File: config.mk
export PLATFORM = sky130hd
export DESIGN_NAME = bank_mem_decode
export DESIGN_NICKNAME = d
export VERILOG_FILES = /design/src/rtl/bmd_pkg.sv /design/src/rtl/bmd_classify.sv /design/src/rtl/bmd_sram.sv /design/src/rtl/bank_mem_decode.sv
export SDC_FILE = /design/constraint.sdc
export NUM_CORES = 2
export LEC_CHECK = 0
export BUFFER_PORTS_ARGS = -buffer_cell sky130_fd_sc_hd__buf_2
export CORE_ASPECT_RATIO = 1.4
export CORE_UTILIZATION = 67
export DETAILED_ROUTE_END_ITERATION = 7
export GPL_ROUTABILITY_DRIVEN = 1
export HOLD_SLACK_MARGIN = 0.02
export PLACE_DENSITY = 0.94
export SKIP_CTS_REPAIR_TIMING = 1
export SYNTH_ARGS = -nofsm -noshare
export SYNTH_HDL_FRONTEND = slang
export SYNTH_SLANG_ARGS = --single-unit
File: constraint.sdc
create_clock -name clk -period 10.5 [get_ports clk]
set_input_delay 2.625 -clock clk [delete_from_list [all_inputs] [get_ports clk]]
set_output_delay 2.625 -clock clk [all_outputs]
set_load 0.1 [all_outputs]
File: src/rtl/bmd_pkg.sv
`timescale 1ns/1ps
package bmd_pkg;
  localparam int BANK_W     = 5;
  localparam int OFF_W      = 7;
  localparam int PTR_W      = 16;
  localparam int PM_ADDR_W  = 15;
  localparam int PM_WORD_W  = 14;
  localparam int DATA_W     = 8;
  localparam int GPR_PER_BANK = 80;
  localparam int COM_DEPTH  = 16;
  localparam int COM_AW     = $clog2(COM_DEPTH);

  localparam logic [OFF_W-1:0] SFR_BASE = 7'h0C;
  localparam logic [OFF_W-1:0] GPR_BASE = 7'h20;
  localparam logic [OFF_W-1:0] COM_BASE = 7'h70;

  typedef enum logic [2:0] {
    RG_CORE   = 3'd0,
    RG_SFR    = 3'd1,
    RG_GPR    = 3'd2,
    RG_COMMON = 3'd3,
    RG_UNIMPL = 3'd4,
    RG_PROG   = 3'd5
  } region_e;
endpackage

File: src/rtl/bmd_classify.sv
`timescale 1ns/1ps
module bmd_classify
  import bmd_pkg::*;
#(
  parameter int GPR_BANKS = 4,
  parameter int IDX_W     = 9
) (
  input  logic                 indirect,
  input  logic [BANK_W-1:0]    bank_sel,
  input  logic [OFF_W-1:0]     offset,
  input  logic [PTR_W-1:0]     ptr,
  output region_e              region,
  output logic [IDX_W-1:0]     ram_idx,
  output logic [OFF_W-1:0]     eff_off
);
  logic [BANK_W-1:0] eff_bank;
  logic              ptr_prog;
  logic              ptr_hole;

  // pointer layout: bit 15 selects program memory, bits 14:12 must be zero
  assign ptr_prog = indirect && ptr[PTR_W-1];
  assign ptr_hole = indirect && !ptr[PTR_W-1] && (ptr[PTR_W-2:BANK_W+OFF_W] != '0);

  always_comb begin
    if (indirect) begin
      eff_bank = ptr[BANK_W+OFF_W-1:OFF_W];
      eff_off  = ptr[OFF_W-1:0];
    end else begin
      eff_bank = bank_sel;
      eff_off  = offset;
    end
  end

  always_comb begin
    region  = RG_UNIMPL;
    ram_idx = '0;
    if (ptr_prog) begin
      region = RG_PROG;
    end else if (ptr_hole) begin
      region = RG_UNIMPL;
    end else if (eff_off < SFR_BASE) begin
      region = RG_CORE;
    end else if (eff_off < GPR_BASE) begin
      region = RG_SFR;
    end else if (eff_off < COM_BASE) begin
      if (int'(eff_bank) < GPR_BANKS) begin
        region  = RG_GPR;
        ram_idx = IDX_W'(eff_bank) * IDX_W'(GPR_PER_BANK)
                + IDX_W'(eff_off - GPR_BASE);
      end
    end else begin
      region  = RG_COMMON;
      ram_idx = IDX_W'(eff_off - COM_BASE);
    end
  end
endmodule

File: src/rtl/bmd_sram.sv
`timescale 1ns/1ps
module bmd_sram #(
  parameter int W     = 8,
  parameter int DEPTH = 16,
  parameter int AW    = 4
) (
  input  logic          clk,
  input  logic          we,
  input  logic          re,
  input  logic [AW-1:0] addr,
  input  logic [W-1:0]  wdata,
  output logic [W-1:0]  rdata
);
  logic [W-1:0] mem [DEPTH];

  always_ff @(posedge clk) begin
    if (we) mem[addr] <= wdata;
    if (re) rdata <= mem[addr];
  end
endmodule

File: src/rtl/bank_mem_decode.sv
`timescale 1ns/1ps
module bank_mem_decode
  import bmd_pkg::*;
#(
  parameter int GPR_BANKS = 4,
  localparam int GPR_DEPTH = GPR_BANKS * GPR_PER_BANK,
  localparam int IDX_W     = $clog2(GPR_DEPTH)
) (
  input  logic                  clk,
  input  logic                  rst,
  input  logic                  acc_valid,
  input  logic                  acc_write,
  input  logic                  acc_indirect,
  input  logic [BANK_W-1:0]     bank_sel,
  input  logic [OFF_W-1:0]      offset,
  input  logic [PTR_W-1:0]      ptr,
  input  logic [DATA_W-1:0]     wdata,
  input  logic [DATA_W-1:0]     reg_rdata,
  input  logic [PM_WORD_W-1:0]  pm_word,
  output logic [2:0]            region,
  output logic [IDX_W-1:0]      ram_index,
  output logic [DATA_W-1:0]     rdata,
  output logic                  rd_valid,
  output logic                  stall,
  output logic [OFF_W-1:0]      reg_raddr,
  output logic                  reg_we,
  output logic [OFF_W-1:0]      reg_waddr,
  output logic [DATA_W-1:0]     reg_wdata,
  output logic [PM_ADDR_W-1:0]  pm_addr
);
  region_e          dec_region;
  logic [IDX_W-1:0] dec_idx;
  logic [OFF_W-1:0] dec_off;

  bmd_classify #(.GPR_BANKS(GPR_BANKS), .IDX_W(IDX_W)) u_class (
    .indirect (acc_indirect),
    .bank_sel (bank_sel),
    .offset   (offset),
    .ptr      (ptr),
    .region   (dec_region),
    .ram_idx  (dec_idx),
    .eff_off  (dec_off)
  );

  logic take, is_reg;
  assign take   = acc_valid && !stall_q;
  assign is_reg = (dec_region == RG_CORE) || (dec_region == RG_SFR);

  logic gpr_we, gpr_re, com_we, com_re;
  assign gpr_we = take &&  acc_write && (dec_region == RG_GPR);
  assign gpr_re = take && !acc_write && (dec_region == RG_GPR);
  assign com_we = take &&  acc_write && (dec_region == RG_COMMON);
  assign com_re = take && !acc_write && (dec_region == RG_COMMON);

  logic [DATA_W-1:0] gpr_dout, com_dout;

  bmd_sram #(.W(DATA_W), .DEPTH(GPR_DEPTH), .AW(IDX_W)) u_gpr (
    .clk(clk), .we(gpr_we), .re(gpr_re), .addr(dec_idx),
    .wdata(wdata), .rdata(gpr_dout)
  );

  bmd_sram #(.W(DATA_W), .DEPTH(COM_DEPTH), .AW(COM_AW)) u_com (
    .clk(clk), .we(com_we), .re(com_re), .addr(dec_idx[COM_AW-1:0]),
    .wdata(wdata), .rdata(com_dout)
  );

  region_e           region_q;
  logic [IDX_W-1:0]  idx_q;
  logic              rd_valid_q, stall_q, reg_we_q;
  logic [OFF_W-1:0]  reg_waddr_q;
  logic [DATA_W-1:0] reg_wdata_q, regrd_q, pm_lo_q;
  logic [PM_ADDR_W-1:0] pm_addr_q;
  logic              unused_pm_hi;

  assign unused_pm_hi = ^pm_word[PM_WORD_W-1:DATA_W];

  always_ff @(posedge clk) begin
    if (rst) begin
      region_q    <= RG_UNIMPL;
      idx_q       <= '0;
      rd_valid_q  <= 1'b0;
      stall_q     <= 1'b0;
      reg_we_q    <= 1'b0;
      reg_waddr_q <= '0;
      reg_wdata_q <= '0;
      regrd_q     <= '0;
      pm_addr_q   <= '0;
      pm_lo_q     <= '0;
    end else begin
      rd_valid_q <= 1'b0;
      reg_we_q   <= 1'b0;
      stall_q    <= 1'b0;
      if (stall_q) begin
        pm_lo_q    <= pm_word[DATA_W-1:0];
        rd_valid_q <= 1'b1;
      end else if (acc_valid) begin
        region_q <= dec_region;
        idx_q    <= dec_idx;
        if (acc_write) begin
          if (is_reg) begin
            reg_we_q    <= 1'b1;
            reg_waddr_q <= dec_off;
            reg_wdata_q <= wdata;
          end
        end else if (dec_region == RG_PROG) begin
          stall_q   <= 1'b1;
          pm_addr_q <= ptr[PM_ADDR_W-1:0];
        end else begin
          rd_valid_q <= 1'b1;
          if (is_reg) regrd_q <= reg_rdata;
        end
      end
    end
  end

  always_comb begin
    unique case (region_q)
      RG_GPR:          rdata = gpr_dout;
      RG_COMMON:       rdata = com_dout;
      RG_CORE, RG_SFR: rdata = regrd_q;
      RG_PROG:         rdata = pm_lo_q;
      default:         rdata = '0;
    endcase
  end

  assign region    = region_q;
  assign ram_index = idx_q;
  assign rd_valid  = rd_valid_q;
  assign stall     = stall_q;
  assign reg_raddr = dec_off;
  assign reg_we    = reg_we_q;
  assign reg_waddr = reg_waddr_q;
  assign reg_wdata = reg_wdata_q;
  assign pm_addr   = pm_addr_q;


  stall_single_chk: assert property (@(posedge clk) disable iff (rst)
    stall_q |=> !stall_q);


  prog_read_stall_chk: assert property (@(posedge clk) disable iff (rst)
    (take && !acc_write && dec_region == RG_PROG) |=> (stall_q && !rd_valid_q));


  stall_to_data_chk: assert property (@(posedge clk) disable iff (rst)
    stall_q |=> (rd_valid_q && region_q == RG_PROG));


  reg_we_region_chk: assert property (@(posedge clk) disable iff (rst)
    reg_we_q |-> (region_q == RG_CORE || region_q == RG_SFR));


  gpr_index_range_chk: assert property (@(posedge clk) disable iff (rst)
    (region_q == RG_GPR) |-> (int'(idx_q) < GPR_DEPTH));


  drop_during_stall_chk: assert property (@(posedge clk) disable iff (rst)
    (stall_q && acc_valid) |=> (!reg_we_q && region_q == RG_PROG));


  prog_write_quiet_chk: assert property (@(posedge clk) disable iff (rst)
    (take && acc_write && dec_region == RG_PROG) |=> (!stall_q && !rd_valid_q && !reg_we_q));
endmodule

==> impl_metrics.yaml, run 1 <==
floorplanning:
  die_width_um: 335
  design.portCount: 123
  floorplan.initialDensity_pct: 67.7
  number_of_core_rows: 170
  die_height_um: 468
global_route:
  grt_util_all_layers_pct: 65.9
  gr-total-overflow: 160
  grt_start_max_net_pins: 242
  number_of_antenna_violations_at_the_first_check_in_global_routing: 58
synth:
  yosys_warnings: 0
  mappedNetlistNets: 6295
  synth-xor-area-share_pct: 0.0721
  synthMuxAreaShare_pct: 0.685
  postSynthRegisterBits: 2765
  ys_async_sr_fraction_pct: 0
  ys.flop_type: "edfxtp_1"
  synth_simple_gate_area_share_pct: 3.73
  combinational_family_with_the_most_area_after_synthesis: "compound AO/OA/AOI/OAI gates"
  synth_adder_area_share_pct: 0.164
  syn-instance-count: 6219
  synthDistinctLibCells: 77
  syn_area_per_cell_um2: 16.7
  synth_compound_area_share_pct: 14.2
  synth-edff-count: 2704
  synthesis.area_um2: 104000
  seq_area_frac_synth_pct: 79.2
outcome:
  stop_stage: "5_1_grt"
  flow.first_error: "[ERROR GRT-0232] Routing congestion too high. Check the congestion heatmap in the GUI."
  run_status: "aborted with a tool error"
clocking:
  cts-htree-levels: 4
  total_clock_buffers_created_by_cts: 212
  cts.sinks: 2765
  clock-root-buffer: "clkbuf_16"
  cts.path.max_buffers: 3
sta:
  worst-endpoint-pin-kind: "sequential cell input"
  globalroute.repair_timing.worst_endpoint: "u_gpr.rdata[7]$_DFFE_PP_/D"
placed_design:
  place.port_buffers: 116
  place_ws_ps: 1250
  gpl.final_weighted_congestion: 0.993
  detailed_place_hpwl_um: 179000
-- through the flow --
step | cell area, µm² | std cells | utilization, %
2_1_floorplan | 104000 | 6219 | -
3_3_place_gp | 107000 | 8059 | 69.7
3_5_place_dp | 107000 | 8059 | 69.7
4_1_cts | 114000 | 8451 | 74.3
-- routing by layer --
layer,GRT overflow,track usage (%)
met5,0,39.3
met4,76,60.6
met3,8,59.3
met2,73,80.0
met1,3,62.0
-- cells by family after synthesis --
group,after synthesis
DFF,2765
AOI/OAI and AO/OA,1924
and+or+nand+nor,923
buffers and inverters,518
muxes,69
adders and majority gates,13
xor gates and xnor gates,7
-- Yosys cell counts (8+ instances only) --
library cell	n	area share (%)
nor4_1	23	0.14
dfxtp_1	61	1.2
mux2_2	18	0.19
buf_2	62	0.30
or4_1	10	0.072
a2bb2oi_1	8	0.067
o21ai_1	13	0.063
a211oi_1	40	0.29
a41oi_1	21	0.18
o22ai_1	153	0.92
a22o_1	227	1.9
o211ai_1	9	0.065
nor3_1	33	0.16
inv_1	12	0.043
nor2_1	477	1.7
a22oi_1	454	3.3
nand2_1	247	0.89
ha_1	12	0.14
o221ai_1	11	0.093
a21oi_1	316	1.5
o21ai_0	103	0.50
a211o_1	9	0.076
clkbuf_1	357	1.3
or3_1	8	0.048
edfxtp_1	2704	78
a221oi_1	22	0.19
nand3_1	66	0.32
nand4_1	22	0.13
a222oi_1	422	4.1
o41ai_1	30	0.25
mux2i_1	51	0.49
buf_1	84	0.30
o2bb2ai_1	14	0.12
==> run 2: changes to the inputs <==
- CORE_ASPECT_RATIO: 1.4 -> default
- CORE_UTILIZATION: 67 -> 40
- HOLD_SLACK_MARGIN: 0.02 -> default
- PLACE_DENSITY: 0.94 -> default
- PLACE_DENSITY_LB_ADDON: default -> 0.15
==> run 2 against run 1 <==
Effect of this change: synthesized cell count is the same; area after synthesis is the same; the flow now finishes, with violations (design-rule violations).
==> impl_metrics.yaml, run 2 <==
setup_path:
  crit_path_cell_trace: "buf_2 > mux2i_1 > inv_1 > ha_1 > ha_1 > inv_1 > a311oi_4 > buf_12 > nand2_4 > nor2_4 > a221oi_1 > o221ai_1 > o211ai_1 > a31oi_1"
  criticalPathCategory: "in2reg"
  crit_path_end_kind: "flip-flop"
  timing.critical_path.arrival_ps: 9280
  crit_fanout: 73
  regToRegStartpoint: "stall"
  crit_required_ps: 11170
  timing.critical_path.from: "acc_indirect"
  critPathSlowestCell: "nor2_4"
  cpPeakStageDelay_ps: 910
  worstSetupStartpointType: "primary input"
sta:
  skew_ps: 55.0
  fin_ws_ps: 1890
  report.final.slew_viol_count: 0
  relSlewSlack_pct: 19.1
  fmax_mhz: 116
  fin_crit_sh_pct: 82.0
  worst-slew-pin-transition_ps: 1210
  setup_tns_ps: 0
  hold_viol_final: 0
  period_minus_slack_ps: 8610
  unrepaired_setup_endpoints_after_global_routing: "false"
  hold_slack_ps: 453
  report.final.setup_viol: 0
synth:
  post_synth_most_frequent_cells: "edfxtp_1 (2,704), nor2_1 (477), a22oi_1 (454), a222oi_1 (422), clkbuf_1 (357)"
  syn-instance-count: 6219
  mappedNetlistNets: 6295
  syn_area_per_cell_um2: 16.7
  ys.flop_type: "edfxtp_1"
  synth-edff-count: 2704
  synthesis.area_um2: 104000
  yosys_warnings: 0
  synthDistinctLibCells: 77
  synth_area_leader_cell: "edfxtp_1"
  synth_area_leaders: "edfxtp_1 (78%), a222oi_1 (4.1%), a22oi_1 (3.3%), a22o_1 (1.9%), nor2_1 (1.7%)"
  ys_async_sr_fraction_pct: 0
  postSynthRegisterBits: 2765
  synth_most_common_cell: "edfxtp_1"
  post-synth-top-area-fraction_pct: 78.0
  seq_area_frac_synth_pct: 79.2
hold_path:
  hold_path_startpoint: "reg_wdata[3]"
  hold_path_class: "reg2reg"
floorplanning:
  die_height_um: 512
  number_of_core_rows: 186
  design.portCount: 123
  placeableCoreArea_um2: 258000
  floorplan.initialDensity_pct: 40.4
  die_width_um: 512
  fp.dieArea_um2: 262000
power_and_ir_drop:
  power_frac_comb_pct: 5.3
  power_switching_mw: 5.19
  swShare_pct: 22.2
  p_int_mw: 18.2
  worst_ir_drop_vdd_mv: 0.113
  leakagePower_nw: 36.5
  powerDensity_nw_per_um2: 197
  clockPowerShare_pct: 42.8
  pwr-share-seq_pct: 51.9
clocking:
  clock_latency_ps: 930
  tritoncts: "built"
  clock-root-buffer: "clkbuf_16"
  cts.sinks: 2765
  cts-htree-levels: 5
  total_clock_buffers_created_by_cts: 303
  cts.path.max_buffers: 4
  path_clk_slew_ps: 60
final_layout:
  most-common-layout-cells: "edfxtp_1 (2,704), nor2_1 (469), a22oi_1 (453), a222oi_1 (422), a21oi_1 (315)"
  layout-drive-gt1-share_pct: 12.1
  most_common_cell_after_layout_fill_and_taps_aside: "edfxtp_1"
  largest_register_by_flop_count: "u_gpr.mem"
  number_of_flip_flops_in_the_largest_register: 2560
  area_growth_pct: 13.8
  final_nets: 6430
  stdcell_count: 9955
  layout.core_utilization_pct: 46.0
  n_fill_cell: 22154
placed_design:
  gpl.final_weighted_congestion: 0.847
  detailed_place_hpwl_um: 196000
  numPlacedInstances: 9433
  place.port_buffers: 116
  place_ws_ps: 1210
detailed_routing:
  route.final.wire_length_um: 345000
  via_total_after_detailed_routing: 62933
  first_iter_violations: 10182
  dr.pass1.iters: 8
  drcViolationCount: 7
  detail-route-antenna-nets: 0
  via_per_inst: 6.32
  drt-wirelength-per-cell_um: 34.6
global_route:
  grt_util_all_layers_pct: 25.7
  number_of_antenna_violations_at_the_first_check_in_global_routing: 20
  grt_pass1_wl_um: 479000
  first_global_vias: 60851
  grt_start_max_net_pins: 201
  gr-total-overflow: 0
outcome:
  failed_checks: "design-rule violations"
  run_status: "complete, but fails checks"
flow_run:
  cap_violations: 0
[run 2: routing by layer]
| metal | up-vias | share of wire, % | track usage, % |
|---|---|---|---|
| li1 | 26237 | - | - |
| met1 | 32676 | 41 | 36.1 |
| met2 | 3443 | 46 | 39.6 |
| met5 | - | 0.0099 | 0 |
| met3 | 573 | 9.8 | 5.46 |
| met4 | 4 | 3.3 | 8.70 |
[run 2: worst paths after layout]
check                      end  slack [ps]  depth (start not counted)
max             u_gpr.rdata[0]        1890                         14
min               reg_wdata[3]         450                          2
max reg2reg  u_gpr.mem[194][2]        5900                          8
min reg2reg       reg_wdata[3]         450                          2
[run 2: worst max-delay path: cells and delay by family]
family                   cells  cell delay [ps]
multiplexers                 1              430
AND/OR/NAND/NOR              2             1480
AO/OA/AOI/OAI                5             2280
buffers and inverters        4             1480
adder cells (fa/ha/maj)      2              780
[run 2: cells by family (layout without fill, tap and decap cells)]
logic type / count (synthesis) / in the layout / share of synthesized area, %
AO/OA/AOI/OAI: 1924 / 1924 / 14.2
AND/OR/NAND/NOR: 923 / 923 / 3.73
multiplexers: 69 / 69 / 0.685
XOR/XNOR: 7 / 7 / 0.0722
buffers and inverters: 518 / 867 / 1.95
other: 0 / 3 / 0
flip-flops: 2765 / 2765 / 79.2
adder cells (fa/ha/maj): 13 / 13 / 0.164
[run 2: layout make-up]
| cell class | count | area (µm²) | area share (%) |
|---|---|---|---|
| inverter | 14 | 52.6 | 0.0444 |
| clock buffer | 369 | 7960 | 6.72 |
| clock inverter | 150 | 1120 | 0.948 |
| tap | 3384 | 4230 | 3.58 |
| antenna | 3 | 7.51 | 0.00634 |
| multi-input combinational | 2936 | 19900 | 16.8 |
| sequential | 2765 | 82400 | 69.6 |
| timing repair buffer | 334 | 2760 | 2.33 |
[run 2: through the flow]
stage	cell area [µm²]	power (mW)
4_1_cts	118000	23.5
3_5_place_dp	109000	13.6
6_report	118000	23.4
2_1_floorplan	104000	12.9
5_1_grt	118000	23.9
3_3_place_gp	109000	13.6
[run 2: power by group through the flow]
| stage | Clock [mW] | Combinational (mW) | Sequential, mW |
|---|---|---|---|
| global route | 10.5 | 1.29 | 12.1 |
| global placement | 0 | 1.22 | 12.4 |
| CTS | 10.1 | 1.23 | 12.1 |
| detailed placement | 0 | 1.23 | 12.4 |
| floorplan | 0 | 0.536 | 12.4 |
| finish | 9.99 | 1.24 | 12.1 |
Note: power is estimated with default switching activity, not from simulation.
